File: src/rtl/sdf_pkg.sv
// Shared constants and types for the SD command frontend.
// Assumes a word-addressed register bus with 4-byte spacing.
package sdf_pkg;
    localparam int OPC_W      = 8;
    localparam int STAT_W     = 3;
    localparam int EVT_W      = STAT_W + 1;
    localparam int SHORT_LO_W = 8;

    // Command word field positions (decoded by software and the engine).
    localparam int CW_OPC_LSB  = 8;
    localparam int CW_XFER_LSB = 5;
    localparam int CW_RSP_LSB  = 0;

    localparam logic [1:0] XFER_NONE  = 2'd0;
    localparam logic [1:0] XFER_READ  = 2'd1;
    localparam logic [1:0] XFER_WRITE = 2'd2;

    localparam logic [1:0] RSP_NONE  = 2'd0;
    localparam logic [1:0] RSP_SHORT = 2'd1;
    localparam logic [1:0] RSP_LONG  = 2'd2;
    localparam logic [1:0] RSP_BUSY  = 2'd3;

    localparam int OFF_ARG  = 'h00;
    localparam int OFF_CMD  = 'h04;
    localparam int OFF_SEND = 'h08;
    localparam int OFF_RESP = 'h0C;

    typedef enum logic [1:0] {
        ST_IDLE,
        ST_REQ,
        ST_WCMD,
        ST_WDAT
    } seq_state_e;

    typedef struct packed {
        logic [OPC_W-1:0] opcode;
        logic [1:0]       xfer;
        logic [1:0]       rsp;
    } cmd_word_t;
endpackage

File: src/rtl/sdf_regs.sv
// Software-writable registers: argument, command word, block length and
// block count, plus decode of the send strobe.
// Assumes one write per cycle; reads are handled by the top level.
module sdf_regs
    import sdf_pkg::*;
#(
    parameter int ADDR_W   = 6,
    parameter int DATA_W   = 32,
    parameter int BLKLEN_W = 16,
    parameter int BLKCNT_W = 32,
    parameter int OFF_BLEN = 'h24,
    parameter int OFF_BCNT = 'h28
) (
    input  logic                clk,
    input  logic                rst_n,
    input  logic                wr_en,
    input  logic [ADDR_W-1:0]   addr,
    input  logic [DATA_W-1:0]   wdata,
    output logic [DATA_W-1:0]   arg_q,
    output cmd_word_t           cmd_q,
    output logic [BLKLEN_W-1:0] blen_q,
    output logic [BLKCNT_W-1:0] bcnt_q,
    output logic                send_pulse
);
    localparam logic [ADDR_W-1:0] A_ARG  = ADDR_W'(OFF_ARG);
    localparam logic [ADDR_W-1:0] A_CMD  = ADDR_W'(OFF_CMD);
    localparam logic [ADDR_W-1:0] A_SEND = ADDR_W'(OFF_SEND);
    localparam logic [ADDR_W-1:0] A_BLEN = ADDR_W'(OFF_BLEN);
    localparam logic [ADDR_W-1:0] A_BCNT = ADDR_W'(OFF_BCNT);

    // Send strobe: a write of bit 0 = 1 to the send address.
    assign send_pulse = wr_en && (addr == A_SEND) && wdata[0];

    // Register update on bus writes.
    always_ff @(posedge clk) begin
        if (!rst_n) begin
            arg_q  <= '0;
            cmd_q  <= '0;
            blen_q <= '0;
            bcnt_q <= '0;
        end else if (wr_en) begin
            if (addr == A_ARG)  arg_q <= wdata;
            if (addr == A_CMD) begin
                cmd_q.opcode <= wdata[CW_OPC_LSB +: OPC_W];
                cmd_q.xfer   <= wdata[CW_XFER_LSB +: 2];
                cmd_q.rsp    <= wdata[CW_RSP_LSB +: 2];
            end
            if (addr == A_BLEN) blen_q <= wdata[BLKLEN_W-1:0];
            if (addr == A_BCNT) bcnt_q <= wdata[BLKCNT_W-1:0];
        end
    end
endmodule

File: src/rtl/sdf_seq.sv
// Command sequencer: latches a request on launch, offers it to the line
// engine, then tracks the command phase and the optional busy/data phase.
// Assumes the engine pulses done signals only after taking the request.
module sdf_seq
    import sdf_pkg::*;
#(
    parameter int DATA_W   = 32,
    parameter int BLKLEN_W = 16,
    parameter int BLKCNT_W = 32
) (
    input  logic                clk,
    input  logic                rst_n,
    input  logic                send_pulse,
    input  cmd_word_t           cmd_in,
    input  logic [DATA_W-1:0]   arg_in,
    input  logic [BLKLEN_W-1:0] blen_in,
    input  logic [BLKCNT_W-1:0] bcnt_in,
    input  logic                req_ready,
    input  logic                cmd_done,
    input  logic [STAT_W-1:0]   cmd_status,
    input  logic                dat_done,
    output logic                req_valid,
    output cmd_word_t           req_cmd,
    output logic [DATA_W-1:0]   req_arg,
    output logic [BLKLEN_W-1:0] req_blen,
    output logic [BLKCNT_W-1:0] req_bcnt,
    output logic                launch,
    output logic                cap_cmd,
    output logic                cap_dat,
    output logic                busy,
    output logic                irq
);
    seq_state_e state_q;
    logic       cmd_final;

    assign launch    = send_pulse && (state_q == ST_IDLE);
    assign req_valid = (state_q == ST_REQ);
    assign busy      = (state_q != ST_IDLE);
    assign cap_cmd   = (state_q == ST_WCMD) && cmd_done;
    assign cap_dat   = (state_q == ST_WDAT) && dat_done && (req_cmd.xfer != XFER_NONE);

    // Command phase ends the command on error or when no later phase is due.
    assign cmd_final = (|cmd_status) ||
                       ((req_cmd.xfer == XFER_NONE) && (req_cmd.rsp != RSP_BUSY));

    // Phase tracking and request latch.
    always_ff @(posedge clk) begin
        if (!rst_n) begin
            state_q  <= ST_IDLE;
            req_cmd  <= '0;
            req_arg  <= '0;
            req_blen <= '0;
            req_bcnt <= '0;
        end else begin
            unique case (state_q)
                ST_IDLE: if (launch) begin
                    state_q  <= ST_REQ;
                    req_cmd  <= cmd_in;
                    req_arg  <= arg_in;
                    req_blen <= blen_in;
                    req_bcnt <= bcnt_in;
                end
                ST_REQ:  if (req_ready) state_q <= ST_WCMD;
                ST_WCMD: if (cmd_done)  state_q <= cmd_final ? ST_IDLE : ST_WDAT;
                ST_WDAT: if (dat_done)  state_q <= ST_IDLE;
                default: state_q <= ST_IDLE;
            endcase
        end
    end

    // One-cycle completion interrupt request.
    always_ff @(posedge clk) begin
        if (!rst_n) irq <= 1'b0;
        else        irq <= (cap_cmd && cmd_final) || ((state_q == ST_WDAT) && dat_done);
    end

    AST_REQ_HOLD: assert property (@(posedge clk) disable iff (!rst_n)
        req_valid && !req_ready |=> req_valid && $stable(req_cmd) && $stable(req_arg));
    AST_NO_RELAUNCH: assert property (@(posedge clk) disable iff (!rst_n)
        (state_q == ST_WCMD) && send_pulse |=> !req_valid);
    AST_IRQ_PULSE: assert property (@(posedge clk) disable iff (!rst_n)
        irq |=> !irq);
    AST_IRQ_IDLE: assert property (@(posedge clk) disable iff (!rst_n)
        irq |-> !busy);
endmodule

File: src/rtl/sdf_status.sv
// Event registers and response store. Events are cleared on launch and
// written as {status, done}; response words are filled by response class.
// Assumes cap_cmd and cap_dat are never high together with launch.
module sdf_status
    import sdf_pkg::*;
#(
    parameter int DATA_W     = 32,
    parameter int RESP_WORDS = 4
) (
    input  logic                         clk,
    input  logic                         rst_n,
    input  logic                         launch,
    input  logic                         cap_cmd,
    input  logic [STAT_W-1:0]            cmd_status,
    input  logic [1:0]                   rsp_type,
    input  logic [RESP_WORDS*DATA_W-1:0] resp_in,
    input  logic                         cap_dat,
    input  logic [STAT_W-1:0]            dat_status,
    output logic [EVT_W-1:0]             cmd_evt,
    output logic [EVT_W-1:0]             dat_evt,
    output logic [RESP_WORDS*DATA_W-1:0] resp_flat
);
    localparam int SHORT_HI = RESP_WORDS - 1;
    localparam int SHORT_LO = RESP_WORDS - 2;

    logic is_short;
    assign is_short = (rsp_type == RSP_SHORT) || (rsp_type == RSP_BUSY);

    // Command event: cleared on launch, written on command completion.
    always_ff @(posedge clk) begin
        if (!rst_n)       cmd_evt <= '0;
        else if (launch)  cmd_evt <= '0;
        else if (cap_cmd) cmd_evt <= {cmd_status, 1'b1};
    end

    // Data event: cleared on launch, written when a data phase ends.
    always_ff @(posedge clk) begin
        if (!rst_n)       dat_evt <= '0;
        else if (launch)  dat_evt <= '0;
        else if (cap_dat) dat_evt <= {dat_status, 1'b1};
    end

    for (genvar k = 0; k < RESP_WORDS; k++) begin : g_word
        logic [DATA_W-1:0] word_q;
        logic [DATA_W-1:0] word_d;

        // Next value of this response word by response class.
        always_comb begin
            word_d = word_q;
            if (cap_cmd) begin
                if (rsp_type == RSP_LONG)
                    word_d = resp_in[(RESP_WORDS-1-k)*DATA_W +: DATA_W];
                else if (is_short && (k == SHORT_HI))
                    word_d = resp_in[SHORT_LO_W +: DATA_W];
                else if (is_short && (k == SHORT_LO))
                    word_d = DATA_W'(resp_in[SHORT_LO_W-1:0]);
            end
        end

        // Response word storage.
        always_ff @(posedge clk) begin
            if (!rst_n) word_q <= '0;
            else        word_q <= word_d;
        end

        assign resp_flat[k*DATA_W +: DATA_W] = word_q;
    end

    AST_CLEAR_ON_LAUNCH: assert property (@(posedge clk) disable iff (!rst_n)
        launch |=> (cmd_evt == '0) && (dat_evt == '0));
    AST_DONE_WITH_ERR: assert property (@(posedge clk) disable iff (!rst_n)
        (|cmd_evt[EVT_W-1:1]) |-> cmd_evt[0]);
    AST_NONE_KEEPS_RESP: assert property (@(posedge clk) disable iff (!rst_n)
        cap_cmd && (rsp_type == RSP_NONE) |=> $stable(resp_flat));
    AST_DAT_EVT_ONLY_ON_CAP: assert property (@(posedge clk) disable iff (!rst_n)
        !cap_dat && !launch |=> $stable(dat_evt));
endmodule

File: src/rtl/sdf_cmd_frontend.sv
// Top of the SD command issue frontend: register file, sequencer and
// status store, plus the combinational register read multiplexer.
// Assumes DATA_W >= 16 and RESP_WORDS >= 2.
module sdf_cmd_frontend
    import sdf_pkg::*;
#(
    parameter int ADDR_W     = 6,
    parameter int DATA_W     = 32,
    parameter int RESP_WORDS = 4,
    parameter int BLKLEN_W   = 16,
    parameter int BLKCNT_W   = 32
) (
    input  logic                         clk,
    input  logic                         rst_n,
    input  logic                         bus_wr_en,
    input  logic [ADDR_W-1:0]            bus_addr,
    input  logic [DATA_W-1:0]            bus_wdata,
    output logic [DATA_W-1:0]            bus_rdata,
    output logic                         eng_req_valid,
    input  logic                         eng_req_ready,
    output logic [OPC_W-1:0]             eng_opcode,
    output logic [DATA_W-1:0]            eng_arg,
    output logic [1:0]                   eng_xfer,
    output logic [1:0]                   eng_rsp,
    output logic [BLKLEN_W-1:0]          eng_blk_len,
    output logic [BLKCNT_W-1:0]          eng_blk_cnt,
    input  logic                         eng_cmd_done,
    input  logic [STAT_W-1:0]            eng_cmd_status,
    input  logic [RESP_WORDS*DATA_W-1:0] eng_resp,
    input  logic                         eng_dat_done,
    input  logic [STAT_W-1:0]            eng_dat_status,
    output logic                         busy,
    output logic                         irq_cmd_done
);
    localparam int OFF_CEVT = OFF_RESP + 4 * RESP_WORDS;
    localparam int OFF_DEVT = OFF_CEVT + 4;
    localparam int OFF_BLEN = OFF_DEVT + 4;
    localparam int OFF_BCNT = OFF_BLEN + 4;

    logic [DATA_W-1:0]            arg_q;
    cmd_word_t                    cmd_q;
    logic [BLKLEN_W-1:0]          blen_q;
    logic [BLKCNT_W-1:0]          bcnt_q;
    logic                         send_pulse;
    cmd_word_t                    req_cmd;
    logic                         launch;
    logic                         cap_cmd;
    logic                         cap_dat;
    logic [EVT_W-1:0]             cmd_evt;
    logic [EVT_W-1:0]             dat_evt;
    logic [RESP_WORDS*DATA_W-1:0] resp_flat;

    sdf_regs #(
        .ADDR_W(ADDR_W), .DATA_W(DATA_W), .BLKLEN_W(BLKLEN_W),
        .BLKCNT_W(BLKCNT_W), .OFF_BLEN(OFF_BLEN), .OFF_BCNT(OFF_BCNT)
    ) u_regs (
        .clk(clk), .rst_n(rst_n), .wr_en(bus_wr_en), .addr(bus_addr),
        .wdata(bus_wdata), .arg_q(arg_q), .cmd_q(cmd_q), .blen_q(blen_q),
        .bcnt_q(bcnt_q), .send_pulse(send_pulse)
    );

    sdf_seq #(
        .DATA_W(DATA_W), .BLKLEN_W(BLKLEN_W), .BLKCNT_W(BLKCNT_W)
    ) u_seq (
        .clk(clk), .rst_n(rst_n), .send_pulse(send_pulse), .cmd_in(cmd_q),
        .arg_in(arg_q), .blen_in(blen_q), .bcnt_in(bcnt_q),
        .req_ready(eng_req_ready), .cmd_done(eng_cmd_done),
        .cmd_status(eng_cmd_status), .dat_done(eng_dat_done),
        .req_valid(eng_req_valid), .req_cmd(req_cmd), .req_arg(eng_arg),
        .req_blen(eng_blk_len), .req_bcnt(eng_blk_cnt), .launch(launch),
        .cap_cmd(cap_cmd), .cap_dat(cap_dat), .busy(busy), .irq(irq_cmd_done)
    );

    sdf_status #(
        .DATA_W(DATA_W), .RESP_WORDS(RESP_WORDS)
    ) u_status (
        .clk(clk), .rst_n(rst_n), .launch(launch), .cap_cmd(cap_cmd),
        .cmd_status(eng_cmd_status), .rsp_type(req_cmd.rsp), .resp_in(eng_resp),
        .cap_dat(cap_dat), .dat_status(eng_dat_status), .cmd_evt(cmd_evt),
        .dat_evt(dat_evt), .resp_flat(resp_flat)
    );

    assign eng_opcode = req_cmd.opcode;
    assign eng_xfer   = req_cmd.xfer;
    assign eng_rsp    = req_cmd.rsp;

    // Register read multiplexer; unmapped addresses return zero.
    always_comb begin
        bus_rdata = '0;
        if (bus_addr == ADDR_W'(OFF_ARG))  bus_rdata = arg_q;
        if (bus_addr == ADDR_W'(OFF_CMD))
            bus_rdata = DATA_W'({cmd_q.opcode, 1'b0, cmd_q.xfer, 3'b000, cmd_q.rsp});
        if (bus_addr == ADDR_W'(OFF_SEND)) bus_rdata = DATA_W'(busy);
        for (int k = 0; k < RESP_WORDS; k++)
            if (bus_addr == ADDR_W'(OFF_RESP + 4 * k))
                bus_rdata = resp_flat[k*DATA_W +: DATA_W];
        if (bus_addr == ADDR_W'(OFF_CEVT)) bus_rdata = DATA_W'(cmd_evt);
        if (bus_addr == ADDR_W'(OFF_DEVT)) bus_rdata = DATA_W'(dat_evt);
        if (bus_addr == ADDR_W'(OFF_BLEN)) bus_rdata = DATA_W'(blen_q);
        if (bus_addr == ADDR_W'(OFF_BCNT)) bus_rdata = DATA_W'(bcnt_q);
    end

    AST_BUSY_WHILE_VALID: assert property (@(posedge clk) disable iff (!rst_n)
        eng_req_valid |-> busy);
    AST_SEND_READBACK: assert property (@(posedge clk) disable iff (!rst_n)
        (bus_addr == ADDR_W'(OFF_SEND)) |-> (bus_rdata[0] == busy));
endmodule

File: config.mk
export PLATFORM = sky130hd
export DESIGN_NAME = sdf_cmd_frontend
export DESIGN_NICKNAME = d
export VERILOG_FILES = /design/src/rtl/sdf_pkg.sv /design/src/rtl/sdf_regs.sv /design/src/rtl/sdf_seq.sv /design/src/rtl/sdf_status.sv /design/src/rtl/sdf_cmd_frontend.sv
export SDC_FILE = /design/constraint.sdc
export NUM_CORES = 1
export LEC_CHECK = 0
export ABC_CLOCK_PERIOD_IN_PS = 3400
export BUFFER_PORTS_ARGS = -buffer_cell sky130_fd_sc_hd__buf_2
export CORE_MARGIN = 2
export CORE_UTILIZATION = 47
export CTS_CLUSTER_SIZE = 12
export DETAILED_ROUTE_END_ITERATION = 16
export HOLD_SLACK_MARGIN = 0.03
export PLACE_DENSITY_LB_ADDON = 0.12
export SLEW_MARGIN = 20
export SYNTH_ARGS = -nofsm -noshare
export SYNTH_HDL_FRONTEND = slang
export SYNTH_SLANG_ARGS = --single-unit
File: constraint.sdc
create_clock -name clk -period 3.4 [get_ports clk]
set_input_delay 0.68 -clock clk [delete_from_list [all_inputs] [get_ports clk]]
set_output_delay 0.68 -clock clk [all_outputs]
set_load 0.02 [all_outputs]
# After elaboration in Yosys (flattened, before gate mapping)
# Cells that the tools add are included.
[word_totals]
ff_bits = 323
latch_bits = 0
ram_bits = 0
romBits = 0
in_bits = 178
output_inout_bits = 127
mem_count = 0
[classes]
addsub = 0
mul = 0
div_mod_pow = 0
magnitude_cmp = 0
eq_ne = 21
n_shift = 0
muxes = 21
n_bitwise = 1
reduce_logical = 27
[op_table]
columns = ["operator", "count"]
rows = [
  ["two-way mux 32 bit", 15],
  ["equality test 6 x 5 -> 1 bit, second input constant", 4],
  ["equality test 6 bit, second input constant", 3],
  ["AND reduction 2 bit", 7],
  ["equality test 6 x 4 -> 1 bit, second input constant", 2],
  ["two-way mux 2 bit", 5],
  ["equality test 2 bit, second input constant", 4],
  ["logical AND 1 bit", 8],
  ["inequality test 2 bit, second input constant", 4],
  ["one-hot mux 2 bit (4 select lines)", 1],
  ["equality test 6 x 3 -> 1 bit, second input constant", 1],
  ["logical NOT 6 bit", 1],
  ["nonzero test 2 bit", 3],
  ["equality test 2 x 1 -> 1 bit, second input constant", 2],
  ["logical NOT 2 bit", 2],
  ["AND reduction 4 bit", 1],
  ["logical OR 1 bit", 3],
  ["OR reduction 3 bit", 1],
  ["inequality test 2 x 1 -> 1 bit, second input constant", 1],
  ["OR reduction 2 bit", 1],
  ["NOT 1 bit", 1],
]

# Depth between registers and ports, before layout
# Gate-level depths: netlist of the first run.
[logic_depth]
ltp_word = 12
mapped_depth = 9
ltp_nobuf = 4

# Hierarchy
# From an unflattened synthesis of the first run, not the netlist that was laid out.
[hier_totals]
cells_unflattened = 1654
hier_area_um2 = 14094.8
[by_module_without_submodules]
columns = ["mod", "n_inst", "cells_per_inst", "area_each_um2"]
rows = [
  ["sdf_status", 1, 610, 5182.5],
  ["sdf_seq", 1, 427, 3642.2],
  ["sdf_regs", 1, 340, 3463.3],
  ["sdf_cmd_frontend", 1, 277, 1806.7],
]

# Worst setup path after synthesis of the first run
# No wires, ideal clock.
[synth_path]
kind = "input to output"
start = "input port bus_addr[1]"
end = "output port bus_rdata[0]"
arrival_time_ns = 2.415
required_ns = 2.720
setup_slack_ns = 0.305
path_stages = 5
path_cell_list = "or4b_2 > clkbuf_1 > nor3_1 > a221oi_1 > o31ai_1"
[synth_via]
elab_chain_cells = 12
word_cells_on_any_way = 22
cone_classes = "10 x eq/ne; 11 x mux; 1 x reduce/logical"
[synth_lines]
columns = ["element", "line", "source"]
rows = [
  ["start, declared", "sdf_cmd_frontend.sv:16", "input logic [ADDR_W-1:0] bus_addr,"],
  ["logical NOT 6 bit", "sdf_cmd_frontend.sv:90", "if (bus_addr == ADDR_W'(OFF_ARG)) bus_rdata = arg_q;"],
  ["two-way mux 32 bit", "sdf_cmd_frontend.sv:90", ""],
  ["two-way mux 32 bit", "sdf_cmd_frontend.sv:91", "if (bus_addr == ADDR_W'(OFF_CMD))"],
  ["two-way mux 32 bit", "sdf_cmd_frontend.sv:93", "if (bus_addr == ADDR_W'(OFF_SEND)) bus_rdata = DATA_W'(busy);"],
  ["two-way mux 32 bit (4 in series)", "sdf_cmd_frontend.sv:95", "if (bus_addr == ADDR_W'(OFF_RESP + 4 * k))"],
  ["two-way mux 32 bit", "sdf_cmd_frontend.sv:97", "if (bus_addr == ADDR_W'(OFF_CEVT)) bus_rdata = DATA_W'(cmd_evt);"],
  ["two-way mux 32 bit", "sdf_cmd_frontend.sv:98", "if (bus_addr == ADDR_W'(OFF_DEVT)) bus_rdata = DATA_W'(dat_evt);"],
  ["two-way mux 32 bit", "sdf_cmd_frontend.sv:99", "if (bus_addr == ADDR_W'(OFF_BLEN)) bus_rdata = DATA_W'(blen_q);"],
  ["two-way mux 32 bit (*)", "sdf_cmd_frontend.sv:100", "if (bus_addr == ADDR_W'(OFF_BCNT)) bus_rdata = DATA_W'(bcnt_q);"],
  ["end, declared", "sdf_cmd_frontend.sv:18", "output logic [DATA_W-1:0] bus_rdata,"],
]
# Mark *: on every way between the ends. The rest lies on a longest branch, timed or not.

# Worst setup path after layout of the first run
[layout_path]
start = "input port bus_addr[1]"
end = "output port bus_rdata[16]"
# Same word-level chain as after synthesis.

==> results of run 1 <==
-- what timing repair did --
action | CTS | global route
setup endpoints to repair | 0 | 3
endpoints found under the hold margin | 0 | 0
gates resized for setup | 0 | 1
-- worst min-delay path, stage by stage --
cell and delay, ps:
sky130_fd_sc_hd__buf_2 100, sky130_fd_sc_hd__nand2_1 40, sky130_fd_sc_hd__a21boi_0 60
-- layout make-up --
class / instances / area [µm²] / area share
repair buffers: 344 / 1970 / 0.114
well taps: 390 / 488 / 0.0283
inverters: 2 / 7.51 / 0.000436
clock inverters: 13 / 129 / 0.00748
flip-flops and latches: 323 / 6470 / 0.375
multi-input cells: 1219 / 7140 / 0.414
clock buffers: 49 / 1030 / 0.0599
-- state kept, by name, summed over array words and instances (netlist names) --
signal,cells
u_seq.req_blen,16
u_regs.blen_q,16
u_seq.req_cmd,12
u_status.g_word.word_q,128
u_seq.irq,1
u_regs.arg_q,32
u_regs.bcnt_q,32
u_seq.req_bcnt,32
u_seq.req_arg,32
u_status.dat_evt,4
u_seq.state_q,2
u_regs.cmd_q,12
u_status.cmd_evt,4
-- stage by stage --
stage | util | instance area (µm²) | instances | hold slack (ps)
floorplan | - | 14100 | 1688 | 425
global placement | 0.542 | 16100 | 2278 | 436
detailed placement | 0.542 | 16100 | 2278 | 439
CTS | 0.581 | 17200 | 2340 | 390
global route | 0.581 | 17200 | 2340 | 408
finish | 0.581 | 17200 | 2340 | 406
-- power breakdown --
part | total [W] | internal (W) | leakage, nW | switching (W)
sequential | 0.00379 | 0.00379 | 2.60 | 0.00000546
clock | 0.00388 | 0.00228 | 0.576 | 0.00160
combinational | 0.000381 | 0.000164 | 3.91 | 0.000216
-- cells by family after synthesis --
| kind of cell | after synthesis | share of synthesized area |
|---|---|---|
| AO/OA/AOI/OAI | 431 | 0.234 |
| buffers and inverters | 146 | 0.0409 |
| flip-flops | 323 | 0.458 |
| multiplexers | 73 | 0.0528 |
| AND/OR/NAND/NOR | 715 | 0.215 |
-- Yosys cell counts (2+ instances only) --
cell type                   instances
sky130_fd_sc_hd__mux2i_1           70
sky130_fd_sc_hd__buf_1              4
sky130_fd_sc_hd__o221ai_1          11
sky130_fd_sc_hd__nor3_1             5
sky130_fd_sc_hd__nand2_1          548
sky130_fd_sc_hd__nor4_1             2
sky130_fd_sc_hd__and2_1             4
sky130_fd_sc_hd__a21boi_1          70
sky130_fd_sc_hd__inv_1              2
sky130_fd_sc_hd__nand3_1           20
sky130_fd_sc_hd__nand2b_1           3
sky130_fd_sc_hd__a2111oi_0         10
sky130_fd_sc_hd__or3_1             12
sky130_fd_sc_hd__a21boi_0         179
sky130_fd_sc_hd__o2bb2ai_1          6
sky130_fd_sc_hd__mux2_2             2
sky130_fd_sc_hd__or2_2              2
sky130_fd_sc_hd__and3_1            46
sky130_fd_sc_hd__nor2_1            30
sky130_fd_sc_hd__nor4b_2            2
sky130_fd_sc_hd__nor2b_1           32
sky130_fd_sc_hd__a222oi_1          16
sky130_fd_sc_hd__o211a_1           40
sky130_fd_sc_hd__o31ai_1            2
sky130_fd_sc_hd__dfxtp_1          323
sky130_fd_sc_hd__a22oi_1           40
sky130_fd_sc_hd__or4_1              2
sky130_fd_sc_hd__a21oi_1           19
sky130_fd_sc_hd__buf_2             24
sky130_fd_sc_hd__o21ai_0           26
sky130_fd_sc_hd__clkbuf_1         116
sky130_fd_sc_hd__a32oi_1            2
-- per-layer routing --
layer,wire length [µm],global-route usage
met3,3750,0.0409
met5,13,0
met4,1270,0.0864
met1,21900,0.441
met2,19600,0.416
-- how the worst min path moves through the flow --
stage	from	to	slack [ps]	depth (start not counted)
after floorplan	u_status.dat_evt[0]	u_status.dat_evt[0]	420	2
after global placement	u_seq.req_blen[1]	u_seq.req_blen[1]	440	2
after detailed placement	u_seq.req_cmd[9]	u_seq.req_cmd[9]	440	2
after CTS	eng_resp[91]	u_status.g_word[1].word_q[27]	390	3
after global routing	eng_resp[123]	u_status.g_word[0].word_q[27]	410	3
final	eng_resp[87]	u_status.g_word[1].word_q[23]	410	3
==> qor.json, run 1 <==
{
  "detailed_routing": {
    "antenna_left": 0,
    "drt_iter0_drc": 1381,
    "remaining_design_rule_violation_count": 0,
    "route.detailed.vias_per_inst": 5.62,
    "drt_first_pass_iters": 7,
    "routed_wire_length_per_instance_um": 19.9,
    "totalWireLength_um": 46500,
    "vias": 13200
  },
  "sta": {
    "achievable-frequency_ghz": 0.308,
    "skew_ps": 23.9,
    "setup_tns_ps": 0,
    "setup_viol": 0,
    "worstMarginPinSlew_ps": 1040,
    "min_period_over_period": 0.956,
    "hold_viol_final": 0,
    "slew_violations": 0,
    "finalCriticalPeriod_ps": 3250,
    "rsz0062_at_grt": "no",
    "setup_ws_ps": 149,
    "slew_headroom": 0.309
  },
  "placed_design": {
    "place_congestion": 0.900,
    "post-dp-hpwl_um": 33900,
    "portbufs": 304,
    "dp_worst_setup_slack_ps": 50.9
  },
  "grt": {
    "pin_count_of_the_biggest_net_entering_global_routing": 110,
    "grt_antenna_before_repair": 1,
    "grt_overflow": 0,
    "first_global_vias": 11900,
    "groute.usage.overall": 0.288,
    "wire_length_of_the_first_global_routing_pass_um": 70400
  },
  "floorplanning": {
    "dieWidth_um": 177,
    "placement_rows": 63,
    "io-pin-count": 305,
    "placeableCoreArea_um2": 29600,
    "die_area_um2": 31500,
    "start_util": 0.477,
    "die_height_um": 177
  },
  "setup_path": {
    "worstPathArrival_ps": 2570,
    "timing.critical_path.from_type": "input port",
    "number_of_cells_traversed_by_the_worst_register_to_register_path": 5,
    "timing.critical_path.fanout_max": 28,
    "worst_setup_path_endpoint": "bus_rdata[16]",
    "r2r_setup_slack_ps": 1170,
    "crit_buf_inv": 3,
    "cp_num_cells": 7,
    "setup.worst_path.class": "in2out",
    "cp_cell_sequence": "buf_2, or4_1, nor2_2, buf_12, a222oi_1, o21ai_0, buf_2",
    "crit_path_max_incr_delay_ps": 690,
    "setup.worst_path.start": "bus_addr[1]",
    "timing.rr.end": "u_status.g_word[2].word_q[11]",
    "cp_required_ps": 2720,
    "cp_common_cell": "sky130_fd_sc_hd__buf_2",
    "path_delay_family": "simple AND/OR/NAND/NOR gates",
    "cp-end-kind": "output port",
    "critPathSlowestCell": "sky130_fd_sc_hd__or4_1",
    "rr_startpoint": "u_seq.state_q[1]"
  },
  "layout": {
    "layout_commonest_cell": "sky130_fd_sc_hd__nand2_1",
    "layout_common_cells": "sky130_fd_sc_hd__nand2_1 (547), sky130_fd_sc_hd__dfxtp_1 (323), sky130_fd_sc_hd__buf_2 (303)",
    "final_layout_size_suffix_gt1_frac": 0.215,
    "insertedDiodeCount": 0,
    "areaGrowthSynthToFinish_pct": 21.9,
    "num-nets-final": 2105,
    "num-fill-cells": 2808
  },
  "clock_tree": {
    "cts-root-to-sink-buffers": 3,
    "clock_latency_ps": 530,
    "cts-htree-levels": 2,
    "post_cts_hold_buffer_count": 0,
    "root_buf_cell": "sky130_fd_sc_hd__clkbuf_16",
    "cts_tree": "built",
    "num_cts_buffers": 37,
    "postCtsSetupRepairBufs": 0,
    "clkTransAtPathRegs_ps": 60,
    "clock-sinks": 323
  },
  "yosys": {
    "synth_warnings": 0,
    "synth-seq-area-share": 0.458,
    "postSynthRegisterBits": 323,
    "synthesis.area_um2": 14100,
    "synthesis.area_per_instance_um2": 8.37,
    "ys.flop_type": "sky130_fd_sc_hd__dfxtp_1",
    "syn_inst": 1688,
    "syn-num-nets": 1866,
    "synth_top_area_frac": 0.458,
    "synth_cell_types": 50,
    "yosys-top-cells-area": "sky130_fd_sc_hd__dfxtp_1 (46%), sky130_fd_sc_hd__nand2_1 (15%), sky130_fd_sc_hd__a21boi_0 (9.5%)",
    "yosysTopAreaCell": "sky130_fd_sc_hd__dfxtp_1",
    "synth_edf_count": 0,
    "ys_async_sr_fraction": 0
  },
  "min_path": {
    "worst_hold_check_path_type": "in2reg"
  },
  "power_and_ir_drop": {
    "cellLeakagePower_nw": 7.09,
    "power.total_w": 0.00806,
    "irDropWorstVdd_uv": 343,
    "powerDensity_nw_per_um2": 468
  },
  "job": {
    "max-cap-violations": 0
  },
  "run_status": {
    "result_of_the_run": "completed"
  }
}
Note: power is estimated with default switching activity, not from simulation.
==> run 2: changes to the inputs <==
CORE_UTILIZATION = 55   (was 47)
==> qor.json, run 2 (synthesis results as in run 1) <==
{
  "clock_tree": {
    "clock_latency": {"value": 520, "unit": "ps", "change": "about the same"},
    "clkTransAtPathRegs": {"value": 60, "unit": "ps", "change": "about the same"},
    "clock-sinks": {"value": 323, "change": "unchanged"},
    "cts-root-to-sink-buffers": {"value": 3, "change": "unchanged"},
    "num_cts_buffers": {"value": 35, "change": "-5.4%"},
    "cts_tree": "built",
    "cts-htree-levels": {"value": 2, "change": "unchanged"},
    "root_buf_cell": "sky130_fd_sc_hd__clkbuf_16"
  },
  "setup_path": {
    "r2r_setup_slack": {"value": 1230, "unit": "ps", "change": "+60 ps"},
    "number_of_cells_traversed_by_the_worst_register_to_register_path": {"value": 5, "change": "unchanged"},
    "cp-end-kind": "output port",
    "timing.critical_path.fanout_max": {"value": 28, "change": "unchanged"},
    "crit_path_max_incr_delay": {"value": 690, "unit": "ps", "change": "about the same"},
    "path_delay_family": "simple AND/OR/NAND/NOR gates",
    "setup.worst_path.start": "bus_addr[1]",
    "cp_num_cells": {"value": 7, "change": "unchanged"},
    "setup.worst_path.class": "in2out",
    "cp_required": {"value": 2720, "unit": "ps", "change": "about the same"},
    "crit_buf_inv": {"value": 3, "change": "unchanged"},
    "cp_common_cell": "sky130_fd_sc_hd__buf_2",
    "timing.critical_path.from_type": "input port",
    "worstPathArrival": {"value": 2510, "unit": "ps", "change": "-60 ps"},
    "timing.rr.end": "u_seq.req_blen[14]",
    "worst_setup_path_endpoint": "bus_rdata[31]",
    "cp_cell_sequence": "buf_2, or4_1, nor2_2, buf_12, a222oi_1, o21ai_0, buf_2",
    "rr_startpoint": "u_seq.state_q[0]",
    "critPathSlowestCell": "sky130_fd_sc_hd__or4_1"
  },
  "power_and_ir_drop": {
    "irDropWorstVdd": {"value": 389, "unit": "µV", "change": "+13%"},
    "netSwitchingFraction": {"value": 0.221, "change": "-0.00457"},
    "power.combinational.fraction": {"value": 0.047, "change": "about the same"},
    "netsw": {"value": 0.00173, "unit": "W", "change": "-4.9%"},
    "power_frac_clock": {"value": 0.467, "change": "-0.015"},
    "power_report.internal_total": {"value": 0.00609, "unit": "W", "change": "-2.4%"},
    "pwr-share-seq": {"value": 0.486, "change": "+0.015"},
    "cellLeakagePower": {"value": 7.02, "unit": "nW", "change": "-0.95%"},
    "powerDensity": {"value": 458, "unit": "nW/µm²", "change": "-2.0%"}
  },
  "detailed_routing": {
    "route.detailed.vias_per_inst": {"value": 5.80, "change": "+3.2%"},
    "routed_wire_length_per_instance": {"value": 19.9, "unit": "µm", "change": "about the same"},
    "drt_first_pass_iters": {"value": 7, "change": "unchanged"},
    "vias": {"value": 13200, "change": "+0.37%"},
    "totalWireLength": {"value": 45200, "unit": "µm", "change": "-2.8%"},
    "antenna_left": {"value": 0, "change": "unchanged"},
    "drt_iter0_drc": {"value": 1457, "change": "+5.5%"},
    "remaining_design_rule_violation_count": {"value": 0, "change": "unchanged"}
  },
  "floorplanning": {
    "die_height": {"value": 164, "unit": "µm", "change": "-7.4%"},
    "die_area": {"value": 27000, "unit": "µm²", "change": "-14%"},
    "placeableCoreArea": {"value": 25200, "unit": "µm²", "change": "-15%"},
    "io-pin-count": {"value": 305, "change": "unchanged"},
    "start_util": {"value": 0.561, "change": "+0.0844"},
    "placement_rows": {"value": 58, "change": "-7.9%"},
    "dieWidth": {"value": 164, "unit": "µm", "change": "-7.4%"}
  },
  "layout": {
    "layout_common_cells": "sky130_fd_sc_hd__nand2_1 (547), sky130_fd_sc_hd__dfxtp_1 (323), sky130_fd_sc_hd__buf_2 (303)",
    "areaGrowthSynthToFinish_pct": 20.7,
    "largest_register_ffs": {"value": 128, "change": "unchanged"},
    "largest_register": "u_status.g_word.word_q",
    "instances_no_fill": {"value": 2275, "change": "-2.8%"},
    "final_area": {"value": 17100, "unit": "µm²", "change": "-1.0%"},
    "num-nets-final": {"value": 2097, "change": "-0.38%"},
    "layout.core_utilization": {"value": 0.677, "change": "+0.0960"},
    "layout_commonest_cell": "sky130_fd_sc_hd__nand2_1",
    "final_layout_size_suffix_gt1_frac": {"value": 0.209, "change": "-0.00570"}
  },
  "min_path": {
    "worst_hold_check_path_type": "in2reg",
    "startpoint_of_the_most_critical_hold_path": "eng_dat_status[1]"
  },
  "run_status": {
    "result_of_the_run": "completed"
  },
  "sta": {
    "slew_headroom": {"value": 0.297, "change": "-0.0119"},
    "slew_violations": {"value": 0, "change": "unchanged"},
    "setup_viol": {"value": 0, "change": "unchanged"},
    "hold_viol_final": {"value": 0, "change": "unchanged"},
    "skew": {"value": 12.2, "unit": "ps", "change": "-11.7 ps"},
    "rsz0062_at_grt": "no",
    "min_period_over_period": {"value": 0.937, "change": "-0.0187"},
    "setup_tns": {"value": 0, "unit": "ps", "change": "unchanged"},
    "finalCriticalPeriod": {"value": 3190, "unit": "ps", "change": "-63.6 ps"},
    "achievable-frequency": {"value": 0.314, "unit": "GHz", "change": "+2.0%"},
    "worstMarginPinSlew": {"value": 1050, "unit": "ps", "change": "+17.8 ps"},
    "setup_ws": {"value": 213, "unit": "ps", "change": "+63.6 ps"}
  },
  "job": {
    "max-cap-violations": {"value": 0, "change": "unchanged"}
  },
  "grt": {
    "groute.usage.overall": {"value": 0.324, "change": "+0.0362"},
    "grt_overflow": {"value": 0, "change": "unchanged"},
    "first_global_vias": {"value": 12000, "change": "+0.82%"},
    "wire_length_of_the_first_global_routing_pass": {"value": 68300, "unit": "µm", "change": "-3.0%"},
    "pin_count_of_the_biggest_net_entering_global_routing": {"value": 128, "change": "+16%"},
    "grt_antenna_before_repair": {"value": 4, "change": "+3"}
  },
  "placed_design": {
    "place_congestion": {"value": 0.948, "change": "+5.3%"},
    "dp_worst_setup_slack": {"value": 64.2, "unit": "ps", "change": "+13.4 ps"},
    "placed_cell_area": {"value": 16000, "unit": "µm²", "change": "-0.67%"},
    "post-dp-hpwl": {"value": 32500, "unit": "µm", "change": "-4.0%"},
    "portbufs": {"value": 304, "change": "unchanged"},
    "numPlacedInstances": {"value": 2212, "change": "-2.9%"}
  }
}
-- run 2: cell types whose count changed in the layout (fill, tap and decap cells not counted), sizes merged --
cell,previous run,this run
inv,2,3
clkbuf,49,52
bufinv,2,1
buf,344,338
diode,0,4
clkinvlp,1,0
clkinv,10,5
-- run 2: worst register-to-register path, stage by stage (launching register included) --
cell and delay [ps]:
sky130_fd_sc_hd__dfxtp_1 390, sky130_fd_sc_hd__or2_2 370, sky130_fd_sc_hd__or4_4 770, sky130_fd_sc_hd__buf_12 310
sky130_fd_sc_hd__nand2_1 140, sky130_fd_sc_hd__a21boi_0 70
-- run 2: worst min-delay path by stage --
stage,cells after the start,endpoint,slack (ps)
final,3,u_status.dat_evt[2],400
after global routing,3,u_status.dat_evt[2],410
after CTS,3,u_status.dat_evt[2],390
after detailed placement,2,u_status.dat_evt[0],440
after global placement,2,u_seq.req_arg[23],430
after floorplan,2,u_status.dat_evt[0],420
-- run 2: power groups by stage --
| stage | combinational (W) | sequential [W] | clock (W) |
|---|---|---|---|
| floorplan | 0.000165 | 0.00388 | 0 |
| global placement | 0.000361 | 0.00388 | 0 |
| CTS | 0.000364 | 0.00379 | 0.00368 |
| finish | 0.000369 | 0.00380 | 0.00365 |
| global route | 0.000393 | 0.00379 | 0.00383 |
| detailed placement | 0.000363 | 0.00388 | 0 |
-- run 2: cell type report --
class | instances | area (µm²)
diodes | 4 | 10.0
clock buffers | 52 | 1010
clock inverters | 7 | 75.1
fillers | 2088 | 8130
inverters | 2 | 7.51
multi-input cells | 1219 | 7140
flip-flops and latches | 323 | 6470
well taps | 330 | 413
repair buffers | 338 | 1930
-- run 2: per-stage QoR --
step,hold slack [ps],total power [W]
6_report,396,0.00782
3_5_place_dp,438,0.00424
4_1_cts,389,0.00784
2_1_floorplan,425,0.00404
5_1_grt,411,0.00801
3_3_place_gp,434,0.00424
-- run 2: layer usage --
layer	wire length [µm]	GRT usage	vias up
li1	-	-	6268
met1	20300	0.486	6204
met2	19200	0.464	640
met3	4240	0.0553	90
met4	1470	0.118	0
met5	0	0	-
-- run 2: what timing repair did --
| action | in CTS | in global routing |
|---|---|---|
| gates resized for setup | 0 | 1 |
| hold endpoints to repair | 0 | 0 |
| setup buffers | 0 | 0 |
| hold buffers | 0 | 0 |
| setup endpoints to repair | 0 | 2 |
==> run 3: changes to the inputs <==
BUFFER_PORTS_ARGS = -buffer_cell sky130_fd_sc_hd__buf_4   (was -buffer_cell sky130_fd_sc_hd__buf_2)
==> qor.json, run 3 (synthesis results as in run 1) <==
{
  "power_and_ir_drop": {
    "power.total": {"value": 0.00790, "unit": "W", "change": "+1.0%"},
    "cellLeakagePower": {"value": 7.16, "unit": "nW", "change": "+1.9%"},
    "irDropWorstVdd": {"value": 383, "unit": "µV", "change": "-1.5%"},
    "powerDensity": {"value": 444, "unit": "nW/µm²", "change": "-3.0%"}
  },
  "setup_path": {
    "cp_required": {"value": 2720, "unit": "ps", "change": "about the same"},
    "cp-end-kind": "output port",
    "number_of_cells_traversed_by_the_worst_register_to_register_path": {"value": 5, "change": "unchanged"},
    "setup.worst_path.class": "in2out",
    "rr_startpoint": "u_seq.state_q[1]",
    "crit_path_max_incr_delay": {"value": 860, "unit": "ps", "change": "+170 ps"},
    "cp_common_cell": "sky130_fd_sc_hd__buf_4",
    "timing.critical_path.fanout_max": {"value": 18, "change": "-36%"},
    "timing.critical_path.from_type": "input port",
    "cp_cell_sequence": "buf_4, or4b_2, buf_4, or3_1, o221ai_1, nand3_1, buf_4",
    "critPathSlowestCell": "sky130_fd_sc_hd__or4b_2",
    "crit_buf_inv": {"value": 3, "change": "unchanged"},
    "path_delay_family": "simple AND/OR/NAND/NOR gates",
    "r2r_setup_slack": {"value": 1190, "unit": "ps", "change": "-40 ps"},
    "worstPathArrival": {"value": 2660, "unit": "ps", "change": "+150 ps"},
    "timing.rr.end": "u_status.g_word[1].word_q[8]"
  },
  "clock_tree": {
    "cts-htree-levels": {"value": 2, "change": "unchanged"},
    "postCtsSetupRepairBufs": {"value": 0, "change": "unchanged"},
    "cts-root-to-sink-buffers": {"value": 3, "change": "unchanged"},
    "clkTransAtPathRegs": {"value": 60, "unit": "ps", "change": "about the same"},
    "post_cts_hold_buffer_count": {"value": 0, "change": "unchanged"},
    "root_buf_cell": "sky130_fd_sc_hd__clkbuf_16",
    "clock_latency": {"value": 520, "unit": "ps", "change": "about the same"},
    "clock-sinks": {"value": 323, "change": "unchanged"},
    "num_cts_buffers": {"value": 35, "change": "unchanged"},
    "cts_tree": "built",
    "cts_resized": {"value": 0, "change": "unchanged"}
  },
  "placed_design": {
    "place_congestion": {"value": 0.953, "change": "+0.53%"},
    "placed_cell_area": {"value": 16700, "unit": "µm²", "change": "+4.5%"},
    "post-dp-hpwl": {"value": 33700, "unit": "µm", "change": "+3.7%"},
    "portbufs": {"value": 304, "change": "unchanged"},
    "numPlacedInstances": {"value": 2215, "change": "+0.14%"}
  },
  "detailed_routing": {
    "route.detailed.vias_per_inst": {"value": 5.89, "change": "+1.4%"},
    "drt_first_pass_iters": {"value": 6, "change": "-1"},
    "vias": {"value": 13400, "change": "+1.3%"},
    "totalWireLength": {"value": 46400, "unit": "µm", "change": "+2.8%"},
    "routed_wire_length_per_instance": {"value": 20.4, "unit": "µm", "change": "+2.9%"},
    "antenna_left": {"value": 0, "change": "unchanged"},
    "drt_iter0_drc": {"value": 1576, "change": "+8.2%"},
    "remaining_design_rule_violation_count": {"value": 0, "change": "unchanged"}
  },
  "sta": {
    "slew_headroom": {"value": 0.243, "change": "-0.0541"},
    "worstMarginPinSlew": {"value": 1140, "unit": "ps", "change": "+81.4 ps"},
    "min_period_over_period": {"value": 0.984, "change": "+0.0460"},
    "skew": {"value": 19.5, "unit": "ps", "change": "+7.32 ps"},
    "setup_tns": {"value": 0, "unit": "ps", "change": "unchanged"},
    "slew_violations": {"value": 0, "change": "unchanged"},
    "hold_viol_final": {"value": 0, "change": "unchanged"},
    "setup_viol": {"value": 0, "change": "unchanged"},
    "rsz0062_at_grt": "no",
    "finalCriticalPeriod": {"value": 3340, "unit": "ps", "change": "+157 ps"},
    "achievable-frequency": {"value": 0.299, "unit": "GHz", "change": "-4.7%"}
  },
  "layout": {
    "largest_register": "u_status.g_word.word_q",
    "areaGrowthSynthToFinish_pct": 25.8,
    "insertedDiodeCount": {"value": 0, "change": "-4"},
    "largest_register_ffs": {"value": 128, "change": "unchanged"},
    "layout.core_utilization": {"value": 0.706, "change": "+0.0285"},
    "final_layout_size_suffix_gt1_frac": {"value": 0.211, "change": "+0.00195"},
    "layout_commonest_cell": "sky130_fd_sc_hd__nand2_1",
    "instances_no_fill": {"value": 2272, "change": "-0.13%"},
    "num-nets-final": {"value": 2100, "change": "+0.14%"},
    "final_area": {"value": 17800, "unit": "µm²", "change": "+4.2%"},
    "layout_common_cells": "sky130_fd_sc_hd__nand2_1 (547), sky130_fd_sc_hd__buf_4 (333), sky130_fd_sc_hd__dfxtp_1 (323)"
  },
  "min_path": {
    "startpoint_of_the_most_critical_hold_path": "eng_dat_status[0]",
    "min_path_cells": {"value": 3, "change": "unchanged"},
    "worst_hold_check_path_type": "in2reg",
    "worstHoldEndpoint": "u_status.dat_evt[1]"
  },
  "grt": {
    "grt_overflow": {"value": 0, "change": "unchanged"},
    "first_global_vias": {"value": 12400, "change": "+3.2%"},
    "grt_antenna_before_repair": {"value": 0, "change": "-4"},
    "pin_count_of_the_biggest_net_entering_global_routing": {"value": 90, "change": "-30%"},
    "groute.usage.overall": {"value": 0.338, "change": "+0.0139"},
    "wire_length_of_the_first_global_routing_pass": {"value": 70800, "unit": "µm", "change": "+3.6%"}
  },
  "floorplanning": {
    "placement_rows": {"value": 58, "change": "unchanged"},
    "placeableCoreArea": {"value": 25200, "unit": "µm²", "change": "unchanged"},
    "start_util": {"value": 0.561, "change": "unchanged"},
    "die_area": {"value": 27000, "unit": "µm²", "change": "unchanged"},
    "die_height": {"value": 164, "unit": "µm", "change": "unchanged"},
    "dieWidth": {"value": 164, "unit": "µm", "change": "unchanged"},
    "io-pin-count": {"value": 305, "change": "unchanged"}
  },
  "run_status": {
    "result_of_the_run": "completed"
  },
  "job": {
    "max-cap-violations": {"value": 0, "change": "unchanged"}
  }
}
## run 3: report_power, final
part / switching [W] / internal [W] / total (W)
clock: 0.00150 / 0.00217 / 0.00367
sequential: 0.00000651 / 0.00379 / 0.00380
combinational: 0.000211 / 0.000218 / 0.000429
## run 3: area by class of cell
type / count / area, µm²
clock buffer: 51 / 1030
clock inverter: 6 / 72.6
fill: 2076 / 7410
inverter: 2 / 7.51
multi-input combinational: 1219 / 7130
sequential: 323 / 6470
tap: 330 / 413
timing repair buffer: 341 / 2650
## run 3: worst min-delay path, delay by kind of cell
| family | cells | cell delay [ps] |
|---|---|---|
| simple gates | 1 | 70 |
| mux | 1 | 50 |
| buf+inv | 1 | 80 |
## run 3: worst max-delay path by stage
stage	depth (start not counted)	slack, ps	end	from
global placement	7	90	bus_rdata[13]	bus_addr[1]
global route	7	2	bus_rdata[13]	bus_addr[1]
floorplan	5	300	bus_rdata[0]	bus_addr[1]
finish	7	60	bus_rdata[13]	bus_addr[1]
CTS	7	70	bus_rdata[13]	bus_addr[1]
detailed placement	7	70	bus_rdata[13]	bus_addr[1]
## run 3: routing by layer
layer  track usage  share of wire  up-vias
met2         0.500           0.43      685
met1         0.503           0.44     6341
met4         0.116          0.032        0
met5             0              0        -
li1              -              -     6263
met3        0.0472          0.095       82
## run 3: metrics by stage
stage	setup WS [ps]	hold slack, ps
detailed placement	67.8	444
finish	56.0	403
CTS	66.4	390
floorplan	305	425
global route	1.70	420
global placement	94.1	436
